===== config.mk =====
export PLATFORM = sky130hd
export DESIGN_NAME = pll_lock_detect
export DESIGN_NICKNAME = d
export VERILOG_FILES = /design/src/rtl/lkd_pkg.sv /design/src/rtl/lkd_edge_sync.sv /design/src/rtl/lkd_gap_meter.sv /design/src/rtl/lkd_lock_fsm.sv /design/src/rtl/pll_lock_detect.sv
export SDC_FILE = /design/constraint.sdc
export NUM_CORES = 1
export LEC_CHECK = 0
export CORE_ASPECT_RATIO = 0.5
export CORE_MARGIN = 2
export CORE_UTILIZATION = 30
export DETAILED_ROUTE_END_ITERATION = 7
export PLACE_DENSITY = 0.53
export SLEW_MARGIN = 40
export SYNTH_ARGS = -nofsm -noshare
export SYNTH_HDL_FRONTEND = slang
export SYNTH_SLANG_ARGS = --single-unit

===== constraint.sdc =====
create_clock -name clk -period 3.55 [get_ports clk]
set_clock_uncertainty 0.2 [all_clocks]
set_input_delay 0.355 -clock clk [delete_from_list [all_inputs] [get_ports clk]]
set_output_delay 0.355 -clock clk [all_outputs]
set_load 0.01 [all_outputs]

===== src/rtl/lkd_pkg.sv =====
package lkd_pkg;

    localparam int RUN_W = 8;
    localparam int GAP_W = 8;

    localparam logic [RUN_W-1:0] NEED_SEL0 = RUN_W'(5);
    localparam logic [RUN_W-1:0] NEED_SEL1 = RUN_W'(16);
    localparam logic [RUN_W-1:0] NEED_SEL2 = RUN_W'(64);
    localparam logic [RUN_W-1:0] NEED_SEL3 = RUN_W'(255);

    typedef enum logic [1:0] {
        G_IDLE     = 2'd0,
        G_WAIT_FB  = 2'd1,
        G_WAIT_REF = 2'd2
    } gap_state_e;

    typedef enum logic [1:0] {
        L_OFF    = 2'd0,
        L_SEEK   = 2'd1,
        L_LOCKED = 2'd2
    } lock_state_e;

    function automatic logic [RUN_W-1:0] run_target(input logic [1:0] sel);
        logic [RUN_W-1:0] t;
        unique case (sel)
            2'b00:   t = NEED_SEL0;
            2'b01:   t = NEED_SEL1;
            2'b10:   t = NEED_SEL2;
            default: t = NEED_SEL3;
        endcase
        return t;
    endfunction

endpackage


===== src/rtl/lkd_edge_sync.sv =====
module lkd_edge_sync #(
    parameter int STAGES = 2
) (
    input  logic clk,
    input  logic rst_n,
    input  logic din,
    output logic rise
);
    localparam int TOP = STAGES - 1;

    logic [STAGES-1:0] chain;
    logic              last;

    always_ff @(posedge clk) begin
        if (!rst_n) begin
            chain <= '0;
            last  <= 1'b0;
        end else begin
            chain <= {chain[STAGES-2:0], din};
            last  <= chain[TOP];
        end
    end

    assign rise = chain[TOP] & ~last;

endmodule


===== src/rtl/lkd_gap_meter.sv =====
module lkd_gap_meter
    import lkd_pkg::*;
#(
    parameter int W = GAP_W
) (
    input  logic         clk,
    input  logic         rst_n,
    input  logic         clr,
    input  logic         ref_rise,
    input  logic         fb_rise,
    output logic         gap_valid,
    output logic [W-1:0] gap_val
);
    localparam logic [W-1:0] CAP = '1;

    gap_state_e   state, state_n;
    logic [W-1:0] ticks;
    logic         closing;
    logic         at_cap;

    // Edge that ends the measurement in the current waiting state
    always_comb begin
        closing = 1'b0;
        unique case (state)
            G_WAIT_FB:  closing = fb_rise;
            G_WAIT_REF: closing = ref_rise;
            default:    closing = 1'b0;
        endcase
    end

    assign at_cap = (ticks == CAP);

    // State register
    always_ff @(posedge clk) begin
        if (!rst_n || clr) state <= G_IDLE;
        else               state <= state_n;
    end

    // Transitions
    always_comb begin
        state_n = state;
        unique case (state)
            G_IDLE: begin
                if (ref_rise && fb_rise) state_n = G_IDLE;
                else if (ref_rise)       state_n = G_WAIT_FB;
                else if (fb_rise)        state_n = G_WAIT_REF;
            end
            G_WAIT_FB, G_WAIT_REF: begin
                if (closing || at_cap) state_n = G_IDLE;
            end
            default: state_n = G_IDLE;
        endcase
    end

    // Tick counter and result register
    always_ff @(posedge clk) begin
        if (!rst_n) begin
            ticks     <= '0;
            gap_valid <= 1'b0;
            gap_val   <= '0;
        end else if (clr) begin
            ticks     <= '0;
            gap_valid <= 1'b0;
        end else begin
            gap_valid <= 1'b0;
            unique case (state)
                G_IDLE: begin
                    if (ref_rise && fb_rise) begin
                        gap_valid <= 1'b1;
                        gap_val   <= '0;
                    end else if (ref_rise || fb_rise) begin
                        ticks <= W'(1);
                    end
                end
                G_WAIT_FB, G_WAIT_REF: begin
                    if (closing) begin
                        gap_valid <= 1'b1;
                        gap_val   <= ticks;
                    end else if (at_cap) begin
                        gap_valid <= 1'b1;
                        gap_val   <= CAP;
                    end else begin
                        ticks <= ticks + W'(1);
                    end
                end
                default: ticks <= '0;
            endcase
        end
    end

endmodule


===== src/rtl/lkd_lock_fsm.sv =====
module lkd_lock_fsm
    import lkd_pkg::*;
#(
    parameter int WIN_HI = 8,
    parameter int WIN_LO = 3
) (
    input  logic             clk,
    input  logic             rst_n,
    input  logic             gap_valid,
    input  logic [GAP_W-1:0] gap_val,
    input  logic [1:0]       count_sel,
    input  logic             win_low,
    input  logic             det_off,
    output logic             lock_flag,
    output logic [RUN_W-1:0] run_count
);
    localparam int XW = GAP_W + 1;
    localparam logic [XW-1:0] WIN_HI_T = XW'(WIN_HI);
    localparam logic [XW-1:0] WIN_LO_T = XW'(WIN_LO);

    lock_state_e      state, state_n;
    logic [XW-1:0]    window;
    logic [XW-1:0]    unlock_lim;
    logic [XW-1:0]    gap_x;
    logic             in_win;
    logic             too_far;
    logic [RUN_W-1:0] target;
    logic [RUN_W:0]   run_inc;
    logic             reach;

    assign window     = win_low ? WIN_LO_T : WIN_HI_T;
    assign unlock_lim = {window[XW-2:0], 1'b0};
    assign gap_x      = {1'b0, gap_val};
    assign in_win     = gap_x < window;
    assign too_far    = gap_x > unlock_lim;
    assign target     = run_target(count_sel);
    assign run_inc    = {1'b0, run_count} + (RUN_W+1)'(1);
    assign reach      = run_inc >= {1'b0, target};

    // State register
    always_ff @(posedge clk) begin
        if (!rst_n) state <= L_OFF;
        else        state <= state_n;
    end

    // Transitions
    always_comb begin
        state_n = state;
        if (det_off) begin
            state_n = L_OFF;
        end else begin
            unique case (state)
                L_OFF:    state_n = L_SEEK;
                L_SEEK:   if (gap_valid && in_win && reach) state_n = L_LOCKED;
                L_LOCKED: if (gap_valid && too_far)         state_n = L_SEEK;
                default:  state_n = L_OFF;
            endcase
        end
    end

    // Outputs
    always_ff @(posedge clk) begin
        if (!rst_n) begin
            lock_flag <= 1'b0;
            run_count <= '0;
        end else begin
            lock_flag <= (state_n == L_LOCKED);
            if (det_off) begin
                run_count <= '0;
            end else begin
                unique case (state)
                    L_SEEK: begin
                        if (gap_valid) begin
                            if (!in_win)    run_count <= '0;
                            else if (reach) run_count <= target;
                            else            run_count <= run_inc[RUN_W-1:0];
                        end
                    end
                    L_LOCKED: begin
                        if (gap_valid && too_far) run_count <= '0;
                    end
                    default: run_count <= '0;
                endcase
            end
        end
    end

endmodule


===== src/rtl/pll_lock_detect.sv =====
module pll_lock_detect
    import lkd_pkg::*;
#(
    parameter int SYNC_STAGES = 2,
    parameter int WIN_HI      = 8,
    parameter int WIN_LO      = 3
) (
    input  logic             clk,
    input  logic             rst_n,
    input  logic             ref_in,
    input  logic             fb_in,
    input  logic [1:0]       cfg_count_sel,
    input  logic             cfg_win_low,
    input  logic             cfg_disable,
    output logic             lock_flag,
    output logic [RUN_W-1:0] run_count
);
    localparam int NUM_IN = 2;

    logic [NUM_IN-1:0] raw_in;
    logic [NUM_IN-1:0] rise;
    logic              gap_valid;
    logic [GAP_W-1:0]  gap_val;

    assign raw_in = {fb_in, ref_in};

    for (genvar i = 0; i < NUM_IN; i++) begin : g_sync
        lkd_edge_sync #(.STAGES(SYNC_STAGES)) u_sync (
            .clk  (clk),
            .rst_n(rst_n),
            .din  (raw_in[i]),
            .rise (rise[i])
        );
    end

    lkd_gap_meter #(.W(GAP_W)) u_meter (
        .clk      (clk),
        .rst_n    (rst_n),
        .clr      (cfg_disable),
        .ref_rise (rise[0]),
        .fb_rise  (rise[1]),
        .gap_valid(gap_valid),
        .gap_val  (gap_val)
    );

    lkd_lock_fsm #(.WIN_HI(WIN_HI), .WIN_LO(WIN_LO)) u_lock (
        .clk      (clk),
        .rst_n    (rst_n),
        .gap_valid(gap_valid),
        .gap_val  (gap_val),
        .count_sel(cfg_count_sel),
        .win_low  (cfg_win_low),
        .det_off  (cfg_disable),
        .lock_flag(lock_flag),
        .run_count(run_count)
    );

endmodule


==> metrics.yaml, run 1 <==
status: "finished clean"
switching_share_pct: 22.2
pwr-share-seq_pct: 41.7
path_clk_slew_ns: 0.06
cts_hold_buf: 0
critPathMaxFanout: 7
synth_top_area_share_pct: 33.4
setup_tns_ns: 0
dp_hpwl_mm: 3.55
grt_max_degree: 24
insertion_delay_ns: 0.28
synth_seq_cells: 36
netlist_top_cells_area: "dfxtp_1 33%, ha_1 13%, nand3_1 4.6%"
synth_area_leader_cell: "dfxtp_1"
drv_slew: 0
max_freq_mhz: 303
critPathLaunch: "u_lock.run_count[1]$_SDFFE_PP0P_"
drt_iter0_markers: 116
initial_core_util_pct: 31.6
crit_arrival_ns: 3.26
relSlewSlack_pct: 55.9
wl_per_cell_um: 13.1
cts_sinks: 36
drc: 0
syn_nets: 287
setup.worst_path.start_class: "register"
finalHoldViolCount: 0
synth.distinct_cells: 44
r2r-start: "u_lock.run_count[1]$_SDFFE_PP0P_"
antenna_cells: 0
cts_buffers: 5
grt_antenna_before_repair: 0
worstHoldPathType: "reg2reg"
cts_buffer_depth: 2
tightest_slew_ns: 0.660
p_comb_share_pct: 7.7
required_ns: 3.51
nNetsFinal: 303
worst_slack_ns: 0.249
synth_cells: 257
floorplan.core_area_um2: 6830
async_flop_share_pct: 0
track_usage_pct: 13.1
synth_warnings: 0
clockPowerShare_pct: 50.7
rsz0062_at_grt: "false"
powerDensity_nw_per_um2: 383
gp_congestion: 0.809
grt_pass1_wl_mm: 8.21
die_area_um2: 7930
row_count: 21
totalWireLength_mm: 4.80
cts_tree: "yes"
area_delta_synth_final_pct: 19.8
netlist_area_um2: 2160
min_from: "g_sync[1].u_sync.chain[0]$_SDFF_PN0_"
overflow: 0
drtAntennaViolNets: 0
min_period_over_period_pct: 93.0
vias_per_cell: 5.14
dp_worst_setup_slack_ns: 0.147
max-vdd-ir-drop_uv: 155
leakagePower_nw: 1.02
p_sw_w: 0.000220
maxCapViolCount: 0
p_int_w: 0.000770
drive_gt1_share_pct: 8.39
die_h_um: 64.0
firstDrtPassIters: 4
cts-root-buf: "clkbuf_16"
io_pins: 17
post-route-util_pct: 37.8
post_cts_buffers: 0
synth-edff-count: 0
avgSynthCellArea_um2: 8.39
ys.flop_type: "dfxtp_1"
end_kind: "register"
fin_crit_ns: 3.30
yosysSeqAreaShare_pct: 33.4
worstSetupPathType: "reg2reg"
portBuffers: 16
vias: 1882
fin_total_pwr_w: 0.000990
h-tree-depth: 2
setup_violations: 0
grt_pass1_vias: 1754
die_w_um: 124
power groups by stage:
stage	Sequential, W	Clock [W]	Combinational [W]
finish	0.000413	0.000502	0.0000759
global route	0.000413	0.000536	0.0000862
global placement	0.000421	0	0.0000726
floorplan	0.000421	0	0.0000539
CTS	0.000412	0.000516	0.0000756
detailed placement	0.000421	0	0.0000745
flip-flops by register name (all words and copies together), names as in the netlist:
register	flops
u_lock.run_count	8
u_meter.ticks	8
u_lock.lock_flag	1
g_sync.u_sync.chain	4
u_meter.gap_val	8
u_meter.gap_valid	1
g_sync.u_sync.last	2
u_meter.state	2
u_lock.state	2
cells in the final DEF (no fill, tap or decap), drive strengths merged, types with 2 or more instances in the layout:
master	synthesis	layout
a211oi	3	3
nand4	2	2
or4b	3	3
nand2	18	18
inv	14	14
a21oi	18	18
clkdlybuf4s50	0	16
or4	4	4
nor2b	6	6
xnor2	4	4
o211ai	13	13
nand2b	7	7
or3	2	2
nor3	5	5
and3	4	4
a22oi	5	5
or2	4	4
nand3	20	20
ha	22	22
nor2	10	10
a22o	3	3
a32oi	3	3
o21ai	20	20
buf	3	4
and2	7	7
nor3b	2	2
a31oi	2	2
clkbuf	8	5
dfxtp	36	36
path summary, 6_finish.rpt:
check,slack (ns),to,cells after the start
setup reg to reg,0.25,u_lock.run_count[5]$_SDFFE_PP0P_,12
hold / removal,0.23,g_sync[1].u_sync.chain[1]$_SDFF_PN0_,1
setup / recovery,0.25,u_lock.run_count[5]$_SDFFE_PP0P_,12
hold reg to reg,0.23,g_sync[1].u_sync.chain[1]$_SDFF_PN0_,1
what timing repair did:
item,CTS,global route
endpoints found under the hold margin,0,0
resized for setup,0,2
endpoints found under the setup margin,0,8
synth_stat cells (2+ instances only):
cell and instances:
a22oi_1 4, nand2b_1 7, or4_1 4, xnor2_1 4, nor2_1 10, and2_1 7
nand4_1 2, a32oi_1 3, nor3_1 4, and3_1 4, a31oi_1 2, or2_2 4
nor3b_1 2, nor2b_1 5, or3_1 2, buf_2 2, o211ai_1 13, nand3_1 20
o21ai_0 18, or4b_1 3, clkbuf_1 8, a22o_1 3, dfxtp_1 36, a211oi_1 3
ha_1 22, nand2_1 18, inv_1 14, a21oi_1 17
critical path: stages (launching register included):
cell	delay [ns]
dfxtp_1	0.40
ha_2	0.25
and4_1	0.24
nand2_1	0.10
and2_1	0.19
or2_2	0.30
ha_1	0.32
and3_1	0.17
a21oi_1	0.13
o21ai_0	0.15
or3b_4	0.45
nand3_1	0.17
nand3_1	0.10
per-layer routing:
layer	routed length, um	global-route usage [%]	vias up
met3	165	3.21	5
met4	49	3.79	0
met5	0	0	-
met2	2190	21.8	29
met1	2390	16.7	878
li1	-	-	970
cells by family (layout without fill, tap and decap cells):
logic type	count (synthesis)	after routing	synth area share [%]
compound gates	72	72	21.9
xor+xnor	4	4	1.62
fa+ha+maj	22	22	12.8
buf+inv	25	42	4.81
flops	36	36	33.4
simple gates	98	98	25.5
metrics by stage:
| stage | hold slack, ns | std cells | area [um2] |
|---|---|---|---|
| after floorplan | 0.212 | 257 | 2160 |
| after global placement | 0.219 | 358 | 2410 |
| after detailed placement | 0.225 | 358 | 2410 |
| after CTS | 0.240 | 366 | 2580 |
| after global routing | 0.258 | 366 | 2580 |
| final | 0.234 | 366 | 2580 |
area by class of cell:
type	count	area [um2]
inverters	14	52.6
well taps	92	115
multi-input cells	196	1340
clock buffers	5	125
repair buffers	20	190
flip-flops and latches	36	721
fillers	694	4250
clock inverters	3	42.5
Power figures use the tool's default switching activity.
==> inputs of run 2 (changes only) <==
- GPL_TIMING_DRIVEN: unset -> 0
- SLEW_MARGIN: 40 -> 15
==> metrics.yaml, run 2 (synthesis gave the netlist of run 1 again) <==
rsz0062_at_grt: "false"
relSlewSlack_pct: 56.8  # +0.90 points
fin_total_pwr_w: 0.000904  # -8.7%
gp_congestion: 0.816  # +0.82%
dp_hpwl_mm: 3.55  # -0.17%
p_comb_share_pct: 8.6  # +0.9 points
p_int_w: 0.000697  # -9.5%
final_common_cell: "dfxtp_1"
overflow: 0  # unchanged
path_clk_slew_ns: 0.06  # about the same
end_kind: "register"
max-vdd-ir-drop_uv: 176  # +13%
insertion_delay_ns: 0.27  # about the same
switching_share_pct: 22.9  # +0.63 points
cts_sinks: 36  # unchanged
crit_path_frequent_cell: "nand2_1"
cts_buffers: 5  # unchanged
cts-root-buf: "clkbuf_16"
finalHoldViolCount: 0  # unchanged
maxCapViolCount: 0  # unchanged
whs_path_depth: 1  # unchanged
track_usage_pct: 12.9  # -0.19 points
tightest_slew_ns: 0.644  # -0.0156 ns
floorplan.core_area_um2: 6830  # unchanged
die_w_um: 124  # unchanged
fin_crit_ns: 3.25  # -0.0470 ns
critPathMaxFanout: 7  # unchanged
initial_core_util_pct: 31.6  # unchanged
grt_pass1_wl_mm: 8.06  # -1.9%
portBuffers: 16  # unchanged
status: "finished clean"
final_cells: 371  # +1.4%
wl_per_cell_um: 12.7  # -3.1%
row_count: 21  # unchanged
drt_iter0_markers: 157  # +35%
totalWireLength_mm: 4.71  # -1.8%
crit_chain: "ha_2 > and4_1 > nand2_1 > and2_1 > or2_2 > ha_1 > and3_1 > a21oi_1 > o21ai_1 > or3b_4 > a32oi_1 > nand2_1"
setup_violations: 0  # unchanged
h-tree-depth: 2  # unchanged
powerDensity_nw_per_um2: 348  # -9.1%
antenna_cells: 0  # unchanged
p_sw_w: 0.000207  # -6.1%
clockPowerShare_pct: 45.7  # -5.0 points
firstDrtPassIters: 4  # unchanged
drive_gt1_share_pct: 8.60  # +0.21 points
die_area_um2: 7930  # unchanged
drv_slew: 0  # unchanged
leakagePower_nw: 1.01  # -0.69%
pwr-share-seq_pct: 45.7  # +4.0 points
reg2reg_depth: 12  # unchanged
nNetsFinal: 309  # +2.0%
io_pins: 17  # unchanged
min_period_over_period_pct: 91.7  # -1.3 points
grt_max_degree: 11  # -54%
area_delta_synth_final_pct: 20.2
vias: 1881  # -0.053%
cts_hold_buf: 0  # unchanged
vias_per_cell: 5.07  # -1.4%
worstSetupPathType: "reg2reg"
cts_tree: "yes"
grt_antenna_before_repair: 0  # unchanged
setup.worst_path.start_class: "register"
max_freq_mhz: 307  # +1.4%
most-common-layout-cells: "35 x dfxtp_1, 21 x ha_1, 19 x nand3_1"
worstHoldPathType: "reg2reg"
crit_slowest_cell: "or3b_4"
die_h_um: 64.0  # unchanged
post-route-util_pct: 38.0  # +0.15 points
drc: 0  # unchanged
required_ns: 3.51  # about the same
max_stage_delay_ns: 0.46  # about the same
crit_arrival_ns: 3.22  # -0.04 ns
drtAntennaViolNets: 0  # unchanged
reg_top3: "u_lock.run_count: 8 flops, u_meter.gap_val: 8 flops, u_meter.ticks: 8 flops"
grt_pass1_vias: 1750  # -0.23%
placedCellCount: 365  # +2.0%
cts_buffer_depth: 2  # unchanged
run 2: changes by cell type in the layout (fill, tap and decap cells not counted), sizes merged:
cell / change
buf: -1
clkbuf: +8
bufinv: -1
clkinvlp: -1
run 2: what timing repair did:
item | CTS | global route
resized for setup | 2 | 6
cloned | 0 | 0
setup endpoints to repair | 6 | 10
buffers inserted | 0 | 0
run 2: power groups by stage:
stage               clock network (W)  logic [W]  registers (W)
floorplan                           0  0.0000539       0.000421
global placement                    0  0.0000755       0.000421
detailed placement                  0  0.0000773       0.000422
CTS                          0.000423  0.0000782       0.000413
global route                 0.000449  0.0000893       0.000413
finish                       0.000413  0.0000780       0.000413
run 2: area by class of cell:
type	count	area, um2
Timing Repair Buffer	16	160
Clock buffer	6	129
Tap cell	92	115
Clock inverter	1	5.00
Sequential cell	36	722
Multi-Input combinational cell	196	1360
Inverter	14	52.6
Fill cell	692	4240
Buffer	10	47.5
run 2: final timing paths:
kind	endpoint	from	slack, ns
worst max-delay path	u_lock.run_count[6]$_SDFFE_PP0P_	u_lock.run_count[1]$_SDFFE_PP0P_	0.30
worst min-delay path	g_sync[1].u_sync.chain[1]$_SDFF_PN0_	g_sync[1].u_sync.chain[0]$_SDFF_PN0_	0.24
worst max register to register	u_lock.run_count[6]$_SDFFE_PP0P_	u_lock.run_count[1]$_SDFFE_PP0P_	0.30
worst min register to register	g_sync[1].u_sync.chain[1]$_SDFF_PN0_	g_sync[1].u_sync.chain[0]$_SDFF_PN0_	0.24
run 2: metrics by stage:
step | TNS, ns | hold WS [ns] | cell area [um2] | setup slack, ns
CTS | 0 | 0.244 | 2570 | 0.0282
global placement | -0.0436 | 0.220 | 2430 | -0.0436
floorplan | 0 | 0.212 | 2160 | 0.333
detailed placement | -0.301 | 0.233 | 2430 | -0.129
global route | 0 | 0.255 | 2590 | 0.0937
finish | 0 | 0.240 | 2590 | 0.296
run 2: per-layer routing:
| layer | wire (um) | GRT usage [%] |
|---|---|---|
| met1 | 2430 | 17.0 |
| met4 | 49 | 3.37 |
| met5 | 0 | 0 |
| met2 | 2100 | 20.9 |
| met3 | 127 | 3.30 |
run 2: worst max-delay path, delay by kind of cell (launching register included):
family                   cells  cell delay, ns
AO/OA/AOI/OAI                3            0.49
adder cells (fa/ha/maj)      2            0.56
flip-flops                   1            0.40
AND/OR/NAND/NOR              7            1.48
==> inputs of run 3 (changes only) <==
- PLACE_DENSITY: 0.53 -> unset
==> metrics.yaml, run 3 (synthesis gave the netlist of run 1 again) <==
drt_iter0_markers: 149  # -5.1%
die_h_um: 64.0  # unchanged
max_freq_mhz: 301  # -2.2%
fin_crit_ns: 3.33  # +0.0727 ns
regArea_um2: 722  # unchanged
die_area_um2: 7930  # unchanged
required_ns: 3.52  # about the same
row_count: 21  # unchanged
initial_core_util_pct: 31.6  # unchanged
grt_antenna_before_repair: 0  # unchanged
dp_hpwl_mm: 3.48  # -2.0%
overflow: 0  # unchanged
most-common-layout-cells: "35 x dfxtp_1, 21 x ha_1, 19 x nand3_1"
worstHoldPathType: "reg2reg"
dp_worst_setup_slack_ns: -0.0789  # +0.0503 ns
finalHoldViolCount: 0  # unchanged
cts_buffers: 5  # unchanged
path_clk_slew_ns: 0.06  # about the same
nNetsFinal: 309  # unchanged
crit_arrival_ns: 3.30  # +0.08 ns
crit_slowest_cell: "or3b_4"
cts_hold_buf: 0  # unchanged
worst_slack_ns: 0.223  # -0.0727 ns
wl_per_cell_um: 12.8  # +0.64%
gp_congestion: 0.834  # +2.2%
reg_top3: "u_lock.run_count: 8 flops, u_meter.gap_val: 8 flops, u_meter.ticks: 8 flops"
antenna_cells: 0  # unchanged
whs_ns: 0.231  # -0.00833 ns
vias: 1924  # +2.3%
final_common_cell: "dfxtp_1"
setup.worst_path.start_class: "register"
fillers: 695  # +0.43%
grt_max_degree: 12  # +1
multiInputGateArea_um2: 1360  # -0.37%
h-tree-depth: 2  # unchanged
max_stage_delay_ns: 0.48  # +0.02 ns
drv_slew: 0  # unchanged
crit_chain: "ha_2 > and4_1 > nand2_1 > and2_1 > or2_2 > ha_1 > and3_1 > a21oi_1 > o21ai_0 > or3b_4 > a32oi_1 > nand2_1"
insertion_delay_ns: 0.28  # about the same
maxCapViolCount: 0  # unchanged
powerDensity_nw_per_um2: 362  # +3.9%
drc: 0  # unchanged
rsz0062_at_grt: "false"
cts_sinks: 36  # unchanged
grt_pass1_wl_mm: 8.06  # unchanged
track_usage_pct: 12.9  # -0.033 points
max-vdd-ir-drop_uv: 170  # -3.6%
area_delta_synth_final_pct: 20.8
relSlewSlack_pct: 57.3  # +0.47 points
cts_tree: "yes"
totalWireLength_mm: 4.75  # +0.91%
drive_gt1_share_pct: 8.57  # -0.031 points
end_kind: "register"
cp_num_buf_inv: 0  # unchanged
firstDrtPassIters: 4  # unchanged
crit_path_frequent_cell: "nand2_1"
floorplan.core_area_um2: 6830  # unchanged
vias_per_cell: 5.17  # +2.0%
setup_violations: 0  # unchanged
cts-root-buf: "clkbuf_16"
tightest_slew_ns: 0.637  # -0.00705 ns
critPathMaxFanout: 7  # unchanged
min_period_over_period_pct: 93.7  # +2.0 points
cts_buffer_depth: 2  # unchanged
drtAntennaViolNets: 0  # unchanged
grt_pass1_vias: 1792  # +2.4%
io_pins: 17  # unchanged
leakagePower_nw: 1.01  # about the same
portBuffers: 16  # unchanged
status: "finished clean"
worstSetupPathType: "reg2reg"
critical_path.top_delay_family: "simple AND/OR/NAND/NOR gates"
die_w_um: 124  # unchanged
==> run 3: final timing paths <==
check	endpoint	cells after the start	slack, ns	startpoint
setup reg to reg	u_lock.run_count[2]$_SDFFE_PP0P_	12	0.22	u_lock.run_count[1]$_SDFFE_PP0P_
hold / removal	g_sync[1].u_sync.chain[1]$_SDFF_PN0_	1	0.23	g_sync[1].u_sync.chain[0]$_SDFF_PN0_
setup / recovery	u_lock.run_count[2]$_SDFFE_PP0P_	12	0.22	u_lock.run_count[1]$_SDFFE_PP0P_
hold reg to reg	g_sync[1].u_sync.chain[1]$_SDFF_PN0_	1	0.23	g_sync[1].u_sync.chain[0]$_SDFF_PN0_
==> run 3: layout make-up <==
cell class	instances	area share, %
well taps	92	4.42
inverters	14	2.02
plain buffers	10	1.83
flip-flops and latches	36	27.7
multi-input cells	196	52.1
clock inverters	1	0.288
clock buffers	7	5.48
repair buffers	16	6.15
==> run 3: power by group <==
part | total (W) | switching [W] | internal (W)
clock network | 0.000453 | 0.000173 | 0.000280
logic | 0.0000781 | 0.0000458 | 0.0000323
registers | 0.000413 | 0.00000339 | 0.000409
==> run 3: per-stage QoR <==
stage | power, W | cells | setup TNS [ns] | utilization, % | area (um2)
floorplan | 0.000474 | 257 | 0 | - | 2160
global placement | 0.000496 | 365 | 0 | 35.6 | 2430
detailed placement | 0.000499 | 365 | -0.0910 | 35.6 | 2430
CTS | 0.000952 | 373 | 0 | 37.9 | 2590
global route | 0.000983 | 372 | 0 | 38.1 | 2610
finish | 0.000943 | 372 | 0 | 38.1 | 2610
==> run 3: metal layers <==
metal	track usage, %	vias up	routed length (um)
met5	0	-	0
met4	5.48	0	88
met3	3.57	9	151
met2	20.6	25	2120
met1	16.2	908	2390
li1	-	982	-
==> run 3: what timing repair did <==
action                     CTS  global route
resized for setup            2             4
setup endpoints to repair    5            10
cloned                       0             0
buffers inserted             0             0
